--- src/rtl/pfsm_window.sv ---
module pfsm_window #(
  parameter int NS = 8,
  parameter int SW = 3,
  parameter int AW = 2,
  parameter int W  = 8,
  parameter logic [NS*(1<<AW)*SW-1:0] TRANS = 96'hFAC6_88D1_2B3E_4C75_9A0F_D2E1,
  parameter logic [NS-1:0] ACCEPT = 8'h85
) (
  input  logic            clk,
  input  logic            rst,
  input  logic            in_valid,
  input  logic [W*AW-1:0] in_syms,
  output logic [W*SW-1:0] pos_state,
  output logic [W-1:0]    pos_accept,
  output logic [SW-1:0]   start_state
);
  localparam int NA = 1 << AW;
  localparam int LV = $clog2(W);

  typedef logic [W-1:0][NS-1:0][SW-1:0] tabset_t;

  tabset_t cur, nxt;

  always_comb begin
    for (int i = 0; i < W; i++)
      for (int s = 0; s < NS; s++)
        cur[i][s] = TRANS[(s*NA + int'(in_syms[i*AW +: AW]))*SW +: SW];
    nxt = cur;
    for (int k = 0; k < LV; k++) begin
      nxt = cur;
      for (int i = (1 << k); i < W; i++)
        for (int s = 0; s < NS; s++)
          nxt[i][s] = cur[i][cur[i-(1<<k)][s]];
      cur = nxt;
    end
  end

  for (genvar i = 0; i < W; i++) begin : g_pos
    assign pos_state[i*SW +: SW] = cur[i][start_state];
    assign pos_accept[i]         = ACCEPT[pos_state[i*SW +: SW]];
  end

  always_ff @(posedge clk) begin
    if (rst)
      start_state <= '0;
    else if (in_valid)
      start_state <= pos_state[(W-1)*SW +: SW];
  end
endmodule

--- config.mk ---
export PLATFORM = sky130hd
export DESIGN_NAME = pfsm_window
export DESIGN_NICKNAME = d
export VERILOG_FILES = /design/src/rtl/pfsm_window.sv
export SDC_FILE = /design/constraint.sdc
export NUM_CORES = 1
export LEC_CHECK = 0
export ABC_AREA = 1
export ABC_CLOCK_PERIOD_IN_PS = 3900
export BUFFER_PORTS_ARGS = -buffer_cell sky130_fd_sc_hd__buf_2
export CAP_MARGIN = 20
export CELL_PAD_IN_SITES_DETAIL_PLACEMENT = 1
export CELL_PAD_IN_SITES_GLOBAL_PLACEMENT = 2
export CORE_ASPECT_RATIO = 0.75
export CORE_MARGIN = 5
export CORE_UTILIZATION = 32
export DETAILED_ROUTE_END_ITERATION = 10
export GPL_TIMING_DRIVEN = 1
export PLACE_DENSITY_LB_ADDON = 0.1
export SLEW_MARGIN = 20
export SYNTH_ARGS = -nofsm -noshare
export SYNTH_HDL_FRONTEND = slang
export SYNTH_SLANG_ARGS = --single-unit
--- constraint.sdc ---
create_clock -name clk -period 3.9 [get_ports clk]
set_input_delay 0 -clock clk [delete_from_list [all_inputs] [get_ports clk]]
set_output_delay 0 -clock clk [all_outputs]
set_load 0.02 [all_outputs]
Word-level counts from Yosys, hierarchy flattened
Memories as Yosys holds them, arrays and structs flattened.
Cells that the tools add are included.

storage, ports and cells
  register bits after elaboration = 3
  bits in read-only memories = 64
  output and inout bits = 35
  logic and storage cells = 610
  memories = 8

memory list
  name              words  bits a word  read ports  clocked after memory_dff  wr ports  line  text
  (name not given)  8      1            1           0                         0         40    assign pos_accept[i] = ACCEPT[pos_state[i*SW +: SW]];
  (name not given)  8      1            1           0                         0         40
  (name not given)  8      1            1           0                         0         40
  (name not given)  8      1            1           0                         0         40
  (name not given)  8      1            1           0                         0         40
  (name not given)  8      1            1           0                         0         40
  2 more memories   -      -            -           -                         -         -

cells by class
  add/subtract/negate cells = 56
  multipliers = 64
  magnitude comparators = 121
  shift-type cells = 64
  mux-type cells = 296

operators by type and width
  operator                                                                      count
  96-bit by 9-bit indexed part select with 3-bit output, first input constant   32
  96-bit by 8-bit indexed part select with 3-bit output, first input constant   16
  3-bit binary-select mux with 3-bit select                                     144
  96-bit by 5-bit indexed part select with 3-bit output, first input constant   8
  96-bit by 7-bit indexed part select with 3-bit output, first input constant   8
  3-bit by 4-bit less-than comparator with 1-bit output, second input constant  121
  3-bit 2-to-1 mux                                                              144
  6-bit by 2-bit multiplier with 8-bit output, second input constant            32
  5-bit by 2-bit adder with 6-bit output, first input constant                  32
  5-bit by 2-bit multiplier with 7-bit output, second input constant            16
  4-bit by 2-bit adder with 5-bit output, first input constant                  16
  4-bit by 2-bit multiplier with 6-bit output, second input constant            8
  3-bit by 2-bit adder with 4-bit output, first input constant                  8
  2-bit by 2-bit multiplier with 4-bit output, second input constant            8
  1-bit 2-to-1 mux                                                              8

Longest topological paths before layout
  word-level depth = 13
  mapped depth = 32

Least setup slack after synthesis
No wires, ideal clock.

  kind = in2out
  start point = input port in_syms[1]
  end point = output port pos_accept[2]
  data arrival time = 3.169 ns
  data required time = 3.900 ns
  path slack = 0.731 ns
  stages = 18
  buffers on the path = 6
  cells stage by stage = buf_6 inv_4 buf_8 buf_2 buf_2 ha_1 buf_2 nor2_1 clkinv_1 o21ai_0 inv_1 nand2_1 nand3_1 nand2_1 buf_4 o22ai_1 o32ai_1 o21ai_0

between the ends
  cells in the longest elaborated chain, start to end = 9

ends and longest elaborated chain
  item                                                                           line  text
  start: declaration                                                             12    input logic [W*AW-1:0] in_syms,
  5-bit by 2-bit adder with 6-bit output (tied with other cells)                 27    cur[i][s] = TRANS[(s*NA + int'(in_syms[i*AW +: AW]))*SW +: SW];
  6-bit by 2-bit multiplier with 8-bit output (tied with other cells)            27
  96-bit by 9-bit indexed part select with 3-bit output (tied with other cells)  27
  3-bit binary-select mux with 3-bit select                                      33    nxt[i][s] = cur[i][cur[i-(1<<k)][s]];
  3-bit 2-to-1 mux (not written as such)                                         33
  3-bit binary-select mux with 3-bit select (*)                                  39    assign pos_state[i*SW +: SW] = cur[i][start_state];
  3-bit 2-to-1 mux (not written as such) (*)                                     39
  via pos_state[6]                                                               13    output logic [W*SW-1:0] pos_state,
  memory 8 x 1 bit (*)                                                           -
  1-bit 2-to-1 mux (not written as such) (*)                                     40
  end: declaration                                                               14    output logic [W-1:0] pos_accept,

Mark *: on every way through the listed nets, which the timed path passes. The rest lies on a longest branch. The select of a mux whose other input is x is not followed.

Worst setup path after layout
  start point = input port in_syms[9]
  end point = output port pos_accept[5]

between the ends
  cells in the longest elaborated chain, start to end = 13

ends and longest elaborated chain
  item                                                                           line
  5-bit by 2-bit adder with 6-bit output (tied with other cells)                 27
  6-bit by 2-bit multiplier with 8-bit output (tied with other cells)            27
  96-bit by 9-bit indexed part select with 3-bit output (tied with other cells)  27
  3-bit binary-select mux with 3-bit select                                      33
  3-bit 2-to-1 mux (not written as such)                                         33
  3-bit binary-select mux with 3-bit select                                      33
  3-bit 2-to-1 mux (not written as such)                                         33
  3-bit binary-select mux with 3-bit select                                      33
  3-bit 2-to-1 mux (not written as such)                                         33
  3-bit binary-select mux with 3-bit select (*)                                  39
  3-bit 2-to-1 mux (not written as such) (*)                                     39
  memory 8 x 1 bit (*)                                                           -
  1-bit 2-to-1 mux (not written as such) (*)                                     40

Every way passes the cells marked *; elsewhere a longest branch is shown, timed or not. The select of a mux whose other input is x is not followed.

==> impl_metrics.json <==
{
  "ios": 54,
  "slew_headroom": 0.321,
  "fin_util": 0.358,
  "grt_pass1_vias": 36633,
  "syn_area_per_cell_um2": 4.71,
  "seqCellArea_um2": 62.6,
  "hold_ws_ns": 0.0107,
  "hold_path_end": "start_state[0]",
  "synth_warnings": 0,
  "p_per_area_mw_per_mm2": 329,
  "grt_max_degree": 38,
  "dr.pass1.iters": 6,
  "status": "complete, no violations",
  "fin_crit_ns": 3.76,
  "hpwl_mm": 131,
  "holdCritPathClass": "in -> reg",
  "crit_family": "simple AND/OR/NAND/NOR gates",
  "required_ns": 3.90,
  "grt_usage": 0.375,
  "r2r_cells": 8,
  "hp-start": "in_valid",
  "maxSlewViolCount": 0,
  "crit_path_end_kind": "primary output",
  "power_leakage_nw": 14.1,
  "cp_slowest_stage_delay_ns": 0.32,
  "setup_viol": 0,
  "vias": 38704,
  "critPathBufInv": 7,
  "ys_seq_area_frac": 0.00241,
  "cts.sinks": 3,
  "cts_inserted_buffers": 3,
  "clkLatencyLatePin_ns": 0.22,
  "power.total_mw": 9.08,
  "fin_ws_ns": 0.138,
  "netlist_area_mm2": 0.0249,
  "path_common_cell": "nand2_1",
  "async_flop_share": 0,
  "rsz0062_at_grt": "yes",
  "multi_input_area_mm2": 0.0217,
  "cts-root-buf": "clkbuf_16",
  "fillerInstances": 11367,
  "regToRegEndpoint": "start_state[0]",
  "largest_reg_flops": 3,
  "cp.arrival_ns": 3.76,
  "area_growth_syn_to_layout_pct": 10.9,
  "crit_slowest_cell": "nand2_2",
  "reg_top3": "start_state: 3 flops",
  "rows": 88,
  "cts_tree": "done",
  "post_drt_wl_per_cell_um": 25.9,
  "finalHoldViolCount": 0,
  "timing.rr.start": "start_state[1]",
  "drt_wl_total_mm": 166,
  "critical_path_class": "in -> out",
  "clock_path_buffers": 2,
  "syn-num-nets": 5353,
  "ir_drop_uv": 248,
  "antenna_found_initial": 3,
  "core_mm2": 0.0770,
  "start_util": 0.323,
  "clk_pin_slew_ns": 0.03,
  "place.gp.congestion": 1.00,
  "gr-total-overflow": 0,
  "htreeDepth": 1,
  "drive_gt1_frac": 0.137,
  "hold_buffers": 0,
  "die_area_mm2": 0.0835,
  "final_antenna_net_count": 0,
  "fin_worst_skew_ns": 0.00237,
  "top_register": "start_state",
  "syn_inst": 5280,
  "grt_pass1_wl_mm": 245,
  "cap_violations": 0,
  "min_period_over_period": 0.965,
  "tightest_slew_ns": 1.02,
  "synth_seq_cells": 3,
  "path_max_fanout": 11,
  "cp-start-kind": "input port",
  "hold_depth": 2,
  "ys.flop_type": "dfxtp_1",
  "synth-edff-count": 0,
  "io_buffers": 53,
  "fin_tns_setup_ns": 0,
  "drc": 0,
  "ys_types": 57,
  "fp.dieH_um": 251,
  "pre_cts_slack_ns": -0.149,
  "ff2ff_setup_slack_ns": 1.56,
  "drtIter0Drc": 4618,
  "nets": 5464,
  "fmax_ghz": 0.266,
  "viasPerCell": 6.02,
  "die_w_um": 332
}
[power by group]
group / switching (mW) / total (mW) / internal [mW]
Clock: 0.0292 / 0.164 / 0.135
Sequential: 0.0315 / 0.0690 / 0.0374
Combinational: 6.39 / 8.85 / 2.45
[synthesized netlist by cell type, types with 3 or more instances]
master | instances | area (µm²)
nand2_1 | 2234 | 8390
nand3_1 | 1096 | 5490
a21oi_1 | 341 | 1710
o21ai_0 | 273 | 1370
inv_1 | 233 | 875
nor2_1 | 194 | 728
buf_2 | 141 | 706
o211ai_1 | 107 | 803
inv_2 | 85 | 319
buf_4 | 77 | 578
nand2_2 | 72 | 450
o21ai_1 | 72 | 360
ha_1 | 54 | 676
clkbuf_1 | 44 | 165
buf_6 | 39 | 439
o21ai_2 | 26 | 228
nand3_2 | 22 | 220
buf_1 | 16 | 60.1
a21oi_2 | 12 | 105
nor2_2 | 11 | 68.8
o22ai_1 | 10 | 62.6
nand2_4 | 9 | 101
clkinv_1 | 8 | 30.0
inv_4 | 7 | 43.8
nand3b_1 | 7 | 52.6
nand4_1 | 7 | 43.8
nor2_4 | 7 | 78.8
a221oi_1 | 5 | 43.8
a31oi_1 | 5 | 31.3
o21bai_1 | 5 | 37.5
o221ai_1 | 5 | 43.8
a21boi_0 | 4 | 30.0
a21boi_1 | 4 | 30.0
and2_1 | 4 | 25.0
o211ai_2 | 4 | 50.1
a21boi_2 | 3 | 33.8
dfxtp_1 | 3 | 60.1
nand3_4 | 3 | 52.6
o2111ai_1 | 3 | 26.3
o31ai_1 | 3 | 22.5
o32ai_1 | 3 | 26.3
[layout make-up]
class	count	share of cell area
antenna	1	0.0000907
clock buffer	4	0.00286
inverter	334	0.0470
multi-input combinational	4624	0.787
sequential	3	0.00227
tap	1035	0.0469
timing repair buffer	425	0.114
[worst reg2reg max path: stages, from the launching register on]
cell     delay [ns]
dfxtp_2        0.60
buf_4          0.42
inv_1          0.11
buf_4          0.35
a21oi_1        0.30
nand3_1        0.14
nand3_1        0.10
nand2_2        0.12
a21oi_1        0.13
[kinds of logic after synthesis]
group           Yosys count  share of synthesized area
simple gates           3677                      0.635
compound gates          893                      0.205
buf+inv                 653                      0.130
fa+ha+maj                54                     0.0272
flops                     3                    0.00241
[routing by layer]
layer / vias to the layer above / share of wire / routed length, µm / track usage
li1: 17731 / - / - / -
met1: 18645 / 0.43 / 71500 / 0.507
met2: 1928 / 0.42 / 70100 / 0.586
met3: 398 / 0.095 / 15800 / 0.0710
met4: 2 / 0.053 / 8870 / 0.159
met5: - / 0.000072 / 12 / 0
[per-stage QoR]
stage	instances	instance area, µm²
final	6426	27600
after global routing	6426	27600
after CTS	6421	27400
after detailed placement	6417	27300
after global placement	6417	27300
after floorplan	5280	24900
[how the worst max path moves through the flow]
stage	slack [ns]	to	cells past startpoint	start
2_1_floorplan	0.73	pos_accept[2]	18	in_syms[1]
3_3_place_gp	-0.13	pos_accept[5]	26	in_syms[10]
3_5_place_dp	-0.15	pos_accept[5]	26	in_syms[10]
4_1_cts	0.02	pos_accept[7]	23	in_syms[12]
5_1_grt	-0.05	pos_accept[7]	24	in_syms[6]
6_report	0.14	pos_accept[5]	26	in_syms[9]
[what timing repair did]
action / in CTS / in global routing
endpoints found under the hold margin: 0 / 0
buffers inserted: 0 / 4
gates resized for setup: 1 / 51
endpoints found under the setup margin: 2 / 16
pin swaps: 0 / 1
[layout by cell type, fill, tap and decap left out, drive strengths merged, types with 9 or more instances in the layout]
cell,instances
clkinv,9
nor2,212
o22ai,10
inv,320
buf,423
a21oi,355
a21boi,11
nand2,2315
nand3,1121
nand4,9
ha,54
o21ai,372
o211ai,111
No activity file was read; power rests on OpenSTA's default activity.
